**config.mk**
```make
export PLATFORM = sky130hd
export DESIGN_NAME = pirq_state_bank
export DESIGN_NICKNAME = d
export VERILOG_FILES = /design/src/rtl/pirq_pkg.sv /design/src/rtl/pirq_grp_resolve.sv /design/src/rtl/pirq_setclr_vec.sv /design/src/rtl/pirq_prio_store.sv /design/src/rtl/pirq_state_bank.sv
export SDC_FILE = /design/constraint.sdc
export NUM_CORES = 1
export LEC_CHECK = 0
export BUFFER_PORTS_ARGS = -buffer_cell sky130_fd_sc_hd__clkbuf_2
export CAP_MARGIN = 0
export CORE_MARGIN = 2
export CORE_UTILIZATION = 55
export DETAILED_ROUTE_END_ITERATION = 8
export PLACE_DENSITY = 0.77
export SETUP_SLACK_MARGIN = 0.15
export SYNTH_ARGS = -nofsm -noshare
export SYNTH_HDL_FRONTEND = slang
export SYNTH_SLANG_ARGS = --single-unit
```
**constraint.sdc**
```tcl
create_clock -name clk -period 1.8 [get_ports clk]
set_input_delay 0.27 -clock clk [delete_from_list [all_inputs] [get_ports clk]]
set_output_delay 0.27 -clock clk [all_outputs]
set_load 0.02 [all_outputs]
```
**src/rtl/pirq_pkg.sv**
```systemverilog
package pirq_pkg;
  typedef enum logic [1:0] {
    GRP_S0  = 2'b00,
    GRP_NS1 = 2'b01,
    GRP_S1  = 2'b10
  } grp_code_e;

  localparam int unsigned A_WAKE    = 0;
  localparam int unsigned A_GROUP   = 1;
  localparam int unsigned A_GMOD    = 2;
  localparam int unsigned A_EN_SET  = 3;
  localparam int unsigned A_EN_CLR  = 4;
  localparam int unsigned A_PD_SET  = 5;
  localparam int unsigned A_PD_CLR  = 6;
  localparam int unsigned A_AC_SET  = 7;
  localparam int unsigned A_AC_CLR  = 8;
  localparam int unsigned A_CFG_SGI = 9;
  localparam int unsigned A_CFG_PPI = 10;
  localparam int unsigned A_NSAC    = 11;
  localparam int unsigned A_PRIO0   = 16;
endpackage

```
**src/rtl/pirq_grp_resolve.sv**
```systemverilog
module pirq_grp_resolve
  import pirq_pkg::*;
#(
  parameter int N = 32
) (
  input  logic [N-1:0]   grp_bits,
  input  logic [N-1:0]   mod_bits,
  input  logic           sec_off,
  output logic [2*N-1:0] code
);
  for (genvar i = 0; i < N; i++) begin : g_irq
    grp_code_e c;
    always_comb begin
      if (grp_bits[i])                  c = GRP_NS1;
      else if (!sec_off && mod_bits[i]) c = GRP_S1;
      else                              c = GRP_S0;
    end
    assign code[2*i +: 2] = c;
  end
endmodule

```
**src/rtl/pirq_setclr_vec.sv**
```systemverilog
module pirq_setclr_vec #(
  parameter int N = 32
) (
  input  logic         clk,
  input  logic         rst,
  input  logic         set_we,
  input  logic         clr_we,
  input  logic [N-1:0] bits,
  input  logic [N-1:0] allow,
  output logic [N-1:0] q
);
  logic [N-1:0] hit;
  assign hit = bits & allow;

  always_ff @(posedge clk) begin
    if (rst)         q <= '0;
    else if (set_we) q <= q | hit;
    else if (clr_we) q <= q & ~hit;
  end
endmodule

```
**src/rtl/pirq_prio_store.sv**
```systemverilog
module pirq_prio_store #(
  parameter int N      = 32,
  parameter int PW     = 8,
  parameter int LANES  = 4,
  parameter int WIDX_W = $clog2(N / LANES)
) (
  input  logic                clk,
  input  logic                rst,
  input  logic                wr_en,
  input  logic [WIDX_W-1:0]   widx,
  input  logic [LANES-1:0]    wstrb,
  input  logic [LANES*PW-1:0] wdata,
  input  logic                ns_view,
  input  logic [N-1:0]        allow,
  output logic [LANES*PW-1:0] rd_word
);
  localparam int LW    = $clog2(LANES);
  localparam int IDX_W = WIDX_W + LW;

  logic [N-1:0][PW-1:0]     prio_q;
  logic [LANES-1:0][PW-1:0] lane_wr;

  // Per-lane stored value: raw, or halved with top bit forced in the non-secure view.
  for (genvar l = 0; l < LANES; l++) begin : g_wlane
    assign lane_wr[l] = ns_view ? {1'b1, wdata[l*PW+1 +: PW-1]} : wdata[l*PW +: PW];
  end

  always_ff @(posedge clk) begin
    if (rst) begin
      prio_q <= '0;
    end else if (wr_en) begin
      for (int e = 0; e < N; e++) begin
        if (widx == WIDX_W'(e / LANES) && wstrb[e % LANES] && allow[e])
          prio_q[e] <= lane_wr[e % LANES];
      end
    end
  end

  for (genvar l = 0; l < LANES; l++) begin : g_rlane
    logic [IDX_W-1:0] ridx;
    logic [PW-1:0]    val;
    assign ridx = {widx, LW'(l)};
    assign val  = prio_q[ridx];
    assign rd_word[l*PW +: PW] = !allow[ridx] ? '0 :
                                 ns_view      ? {val[PW-2:0], 1'b0} : val;
  end
endmodule

```
**src/rtl/pirq_state_bank.sv**
```systemverilog
module pirq_state_bank
  import pirq_pkg::*;
#(
  parameter int NUM_SGI = 16,
  parameter int NUM_PPI = 16,
  parameter int PRIO_W  = 8,
  parameter int ADDR_W  = 5,
  parameter int DATA_W  = 32
) (
  input  logic                     clk,
  input  logic                     rst,
  input  logic                     sec_disable,
  input  logic                     bus_secure,
  input  logic                     wr_en,
  input  logic                     rd_en,
  input  logic [ADDR_W-1:0]        addr,
  input  logic [DATA_W-1:0]        wdata,
  input  logic [DATA_W/PRIO_W-1:0] wstrb,
  output logic [DATA_W-1:0]        rd_data,
  output logic [2*(NUM_SGI+NUM_PPI)-1:0] irq_group
);
  localparam int N          = NUM_SGI + NUM_PPI;
  localparam int LANES      = DATA_W / PRIO_W;
  localparam int PRIO_WORDS = N / LANES;
  localparam int WIDX_W     = $clog2(PRIO_WORDS);

  localparam logic [ADDR_W-1:0] AD_WAKE    = ADDR_W'(A_WAKE);
  localparam logic [ADDR_W-1:0] AD_GROUP   = ADDR_W'(A_GROUP);
  localparam logic [ADDR_W-1:0] AD_GMOD    = ADDR_W'(A_GMOD);
  localparam logic [ADDR_W-1:0] AD_EN_SET  = ADDR_W'(A_EN_SET);
  localparam logic [ADDR_W-1:0] AD_EN_CLR  = ADDR_W'(A_EN_CLR);
  localparam logic [ADDR_W-1:0] AD_PD_SET  = ADDR_W'(A_PD_SET);
  localparam logic [ADDR_W-1:0] AD_PD_CLR  = ADDR_W'(A_PD_CLR);
  localparam logic [ADDR_W-1:0] AD_AC_SET  = ADDR_W'(A_AC_SET);
  localparam logic [ADDR_W-1:0] AD_AC_CLR  = ADDR_W'(A_AC_CLR);
  localparam logic [ADDR_W-1:0] AD_CFG_SGI = ADDR_W'(A_CFG_SGI);
  localparam logic [ADDR_W-1:0] AD_CFG_PPI = ADDR_W'(A_CFG_PPI);
  localparam logic [ADDR_W-1:0] AD_NSAC    = ADDR_W'(A_NSAC);
  localparam logic [ADDR_W-1:0] AD_PRIO0   = ADDR_W'(A_PRIO0);

  // Architectural state
  logic [N-1:0]         grp_q, mod_q, en_q, pend_q, act_q;
  logic [NUM_PPI-1:0]   ppicfg_q;
  logic [2*NUM_SGI-1:0] nsac_q;
  logic                 sleep_q;

  logic                 ns_lim;    // non-secure access while security is on
  logic                 sec_full;  // secure access while security is on
  logic [2*N-1:0]       code_c;
  logic [N-1:0]         vis;
  logic [ADDR_W-1:0]    prio_off;
  logic                 in_prio;
  logic [DATA_W-1:0]    prio_word, rd_c;

  assign ns_lim   = !sec_disable && !bus_secure;
  assign sec_full = !sec_disable && bus_secure;
  assign prio_off = addr - AD_PRIO0;
  assign in_prio  = (addr >= AD_PRIO0) && (prio_off < ADDR_W'(PRIO_WORDS));

  pirq_grp_resolve #(.N(N)) u_resolve (
    .grp_bits (grp_q),
    .mod_bits (mod_q),
    .sec_off  (sec_disable),
    .code     (code_c)
  );

  for (genvar i = 0; i < N; i++) begin : g_vis
    assign vis[i] = !ns_lim || (code_c[2*i +: 2] == GRP_NS1);
  end

  pirq_setclr_vec #(.N(N)) u_en (
    .clk (clk), .rst (rst),
    .set_we (wr_en && addr == AD_EN_SET), .clr_we (wr_en && addr == AD_EN_CLR),
    .bits (wdata[N-1:0]), .allow (vis), .q (en_q)
  );
  pirq_setclr_vec #(.N(N)) u_pend (
    .clk (clk), .rst (rst),
    .set_we (wr_en && addr == AD_PD_SET), .clr_we (wr_en && addr == AD_PD_CLR),
    .bits (wdata[N-1:0]), .allow (vis), .q (pend_q)
  );
  pirq_setclr_vec #(.N(N)) u_act (
    .clk (clk), .rst (rst),
    .set_we (wr_en && addr == AD_AC_SET), .clr_we (wr_en && addr == AD_AC_CLR),
    .bits (wdata[N-1:0]), .allow (vis), .q (act_q)
  );

  pirq_prio_store #(.N(N), .PW(PRIO_W), .LANES(LANES), .WIDX_W(WIDX_W)) u_prio (
    .clk     (clk),
    .rst     (rst),
    .wr_en   (wr_en && in_prio),
    .widx    (prio_off[WIDX_W-1:0]),
    .wstrb   (wstrb),
    .wdata   (wdata),
    .ns_view (ns_lim),
    .allow   (vis),
    .rd_word (prio_word)
  );

  // Register writes outside the set/clear vectors and priorities
  always_ff @(posedge clk) begin
    if (rst) begin
      grp_q    <= '0;
      mod_q    <= '0;
      ppicfg_q <= '0;
      nsac_q   <= '0;
      sleep_q  <= 1'b1;
    end else if (wr_en) begin
      case (addr)
        AD_WAKE:    if (!ns_lim)  sleep_q <= wdata[0];
        AD_GROUP:   if (!ns_lim)  grp_q   <= wdata[N-1:0];
        AD_GMOD:    if (sec_full) mod_q   <= wdata[N-1:0];
        AD_NSAC:    if (sec_full) nsac_q  <= wdata[2*NUM_SGI-1:0];
        AD_CFG_PPI: begin
          for (int j = 0; j < NUM_PPI; j++) begin
            if (vis[NUM_SGI+j]) ppicfg_q[j] <= wdata[2*j+1];
          end
        end
        default: ;
      endcase
    end
  end

  // Read multiplexer
  always_comb begin
    rd_c = '0;
    case (addr)
      AD_WAKE:              if (!ns_lim)  rd_c[1:0] = {sleep_q, sleep_q};
      AD_GROUP:             if (!ns_lim)  rd_c[N-1:0] = grp_q;
      AD_GMOD:              if (sec_full) rd_c[N-1:0] = mod_q;
      AD_EN_SET, AD_EN_CLR: rd_c[N-1:0] = en_q & vis;
      AD_PD_SET, AD_PD_CLR: rd_c[N-1:0] = pend_q & vis;
      AD_AC_SET, AD_AC_CLR: rd_c[N-1:0] = act_q & vis;
      AD_NSAC:              if (sec_full) rd_c[2*NUM_SGI-1:0] = nsac_q;
      AD_CFG_SGI: begin
        for (int i = 0; i < NUM_SGI; i++) rd_c[2*i+1] = vis[i];
      end
      AD_CFG_PPI: begin
        for (int j = 0; j < NUM_PPI; j++) rd_c[2*j+1] = ppicfg_q[j] & vis[NUM_SGI+j];
      end
      default: if (in_prio) rd_c = prio_word;
    endcase
  end

  always_ff @(posedge clk) begin
    if (rst) begin
      rd_data   <= '0;
      irq_group <= '0;
    end else begin
      if (rd_en) rd_data <= rd_c;
      irq_group <= code_c;
    end
  end
endmodule

```
==> results_dict.tcl <==
set metrics [dict create \
    setup_viol 6 \
    via_per_inst 6.604 \
    maxSlewViolCount 0 \
    start_util_pct 55.71 \
    cp_num_buf_inv 0 \
    internal-power_mw 20.99 \
    cp_data_arrival_time_ns 2.45 \
    cts_buffer_depth 3 \
    dp.cells 3586 \
    yosys_warnings 0 \
    nNetsFinal 3119 \
    dr.pass1.iters 9 \
    final_layout_size_suffix_gt1_share_pct 30.65 \
    drc 0 \
    synthCells 2742 \
    cts_sinks 561 \
    ir_worst_vdd_uv 788.6 \
    p_comb_share_pct 9.7 \
    ys_dominant_reg_cell "dfxtp_1" \
    grt_most_used_layer "met2" \
    worst_pin_slew_ns 0.7158 \
    wl_per_cell_um 25.54 \
    drv_cap 0 \
    synth_area_um2 24580 \
    grt_max_degree 130 \
    hold_class "in2reg" \
    num_io_pins 143 \
    cpPeakStageDelay_ns 0.41 \
    crit_type "reg2reg" \
    async_flop_share_pct 0 \
    grt_pass1_wl_um 140600 \
    hpwl_um 64380 \
    numCtsBuffers 56 \
    pwr-share-clk_pct 45.0 \
    synth.distinct_cells 82 \
    use_met2_pct 61.39 \
    syn_avg_cell_area_um2 8.965 \
    die_h_um 215.4 \
    grt_use_met3_pct 8.316 \
    synth.net_count 2789 \
    cp_cell_sequence "or3_4 > a32o_1 > a222oi_1 > o2111ai_2 > a21oi_2 > nor3_1" \
    netlist_top_cells_area "dfxtp_1 46%, a211oi_1 10%, nor2_1 5.6%, nand2_1 4.7%, a21oi_1 4.4%" \
    whs_path_depth 3 \
    netSwitchingPower_mw 6.855 \
    setup-tns-final_ns -0.3944 \
    synth_top_cell_by_area "dfxtp_1" \
    fp.dieW_um 215.4 \
    gp_congestion 0.9966 \
    r2r_slack_ns -0.17 \
    violations "negative setup slack" \
    clk_latency_ns 0.62 \
    skew_ns 0.01307 \
    cp-end-kind "flip-flop" \
    ff2ff_path_depth 6 \
    grt_pass1_vias 23660 \
    grt_overflow 0 \
    rows 77 \
    drt_wl_total_um 94710 \
    dieArea_um2 46400 \
    grt_usage_pct 39.16 \
    max_freq_mhz 507.2 \
    placed_area_um2 28780 \
    gr-usage-met1_pct 48.84 \
    pwr-share-seq_pct 45.3 \
    first_iter_violations 3485 \
    syn_to_final_growth_pct 28.94 \
    final-hold-violation-count 0 \
    clkTransAtPathRegs_ns 0.06 \
    cts_tree "done" \
    crit_fanout 2 \
    synth_edf_count 0 \
    ant_nets 0 \
    fin_cells 3708 \
    rsz0062_at_grt "yes" \
    p_per_area_nw_per_um2 878.3 \
    synth_commonest_cells "561 x dfxtp_1, 365 x nor2_1, 343 x a211oi_1, 308 x nand2_1, 216 x a21oi_1" \
    worst_slack_ns -0.1715 \
    vias 24490 \
    relSlewSlack_pct 52.28 \
    synth.most_common_cell "dfxtp_1" \
    cpMaxStageDelayCell "or3_4" \
    yosys.area.top_type_share_pct 45.69 \
    r2r-start "grp_q[23]" \
    fin_crit_ns 1.972 \
    ys_seq_area_share_pct 45.69 \
    reg2reg_to "rd_data[15]" \
    power.leakage_nw 11.37 \
    startpoint_type "flip-flop" \
    port_buffers 142 \
    swShare_pct 24.62 \
    num-fill-cells 3190 \
    antenna_found_initial 4 \
    clock-root-buffer "clkbuf_16" \
    final_cell_area_um2 31700 \
    whs_endpoint "mod_q[22]" \
    holdCritStartpoint "wdata[22]" \
    core_area_um2 44120 \
    htreeDepth 2 \
    required_ns 2.28 \
    period_share_pct 109.5 \
    ys_ff_latch 561 \
    status "finished, violations left" \
    crit_family "compound AO/OA/AOI/OAI gates" \
]
[power by group through the flow]
stage | combinational (mW) | clock, mW | sequential, mW
after floorplan | 1.30 | 0 | 12.9
after global placement | 2.41 | 0 | 12.9
after detailed placement | 2.45 | 0 | 12.9
after CTS | 2.51 | 12.5 | 12.6
after global routing | 2.78 | 13.1 | 12.6
final | 2.70 | 12.5 | 12.6
[layer usage]
metal	share of wire, %	vias up
met4	7.7	4
met2	44	1722
met5	0.029	-
met1	37	11690
li1	-	10640
met3	11	437
[layout make-up]
| type | count | area [um^2] | area share (%) |
|---|---|---|---|
| Inverter | 6 | 25.02 | 0.07895 |
| Sequential cell | 561 | 11260 | 35.53 |
| Clock inverter | 14 | 252.7 | 0.7974 |
| Clock buffer | 85 | 1712 | 5.400 |
| Tap cell | 592 | 740.7 | 2.337 |
| Timing Repair Buffer | 533 | 4611 | 14.55 |
| Antenna cell | 3 | 7.507 | 0.02368 |
| Multi-Input combinational cell | 1914 | 13090 | 41.29 |
[worst register-to-register path, delay by kind of cell, from the launching register on]
family          cells  cell delay [ns]
compound gates      4             1.07
simple gates        2             0.47
flops               1             0.31
[kinds of logic after synthesis]
family,synth area share [%]
and+or+nand+nor,19.00
AOI/OAI and AO/OA,22.45
DFF,45.69
buffers and inverters,5.624
muxes,7.248
[cell usage in the layout, fill, tap and decap left out, types with 44 or more instances in the layout]
cell       count
clkbuf_16     58
nand3_1       72
dfxtp_1      540
nand2_1      302
a211oi_1     289
mux2i_1       55
a21oi_1      181
buf_12        69
clkbuf_2     138
nor2_1       322
buf_4        306
a211oi_2      55
mux4_2        44
[stage by stage]
stage	setup slack (ns)	power (mW)	util, %	hold WS, ns
final	-0.1715	27.84	71.83	0.03795
after CTS	-0.1316	27.64	70.48	0.01349
after floorplan	-0.06304	14.19	-	0.4027
after global routing	-0.1892	28.43	71.82	0.04362
after detailed placement	-0.5279	15.32	65.22	0.4461
after global placement	-0.5943	15.28	65.22	0.4413
[repair_timing]
item / in CTS / in global routing
pin swaps: 49 / 40
hold endpoints to repair: 8 / 0
setup buffers: 5 / 10
resized for setup: 73 / 116
gates cloned: 0 / 1
hold buffers: 4 / 0
endpoints found under the setup margin: 65 / 128
[worst max-delay path by stage]
stage / start / to / slack [ns] / cells past startpoint
after floorplan: addr[0] / rd_data[12] / -0.06 / 8
after global placement: sec_disable / rd_data[16] / -0.59 / 9
after detailed placement: addr[0] / rd_data[11] / -0.53 / 9
after CTS: grp_q[23] / rd_data[15] / -0.13 / 6
after global routing: grp_q[23] / rd_data[15] / -0.19 / 6
final: grp_q[23] / rd_data[15] / -0.17 / 6
Note: power is estimated with default switching activity, not from simulation.
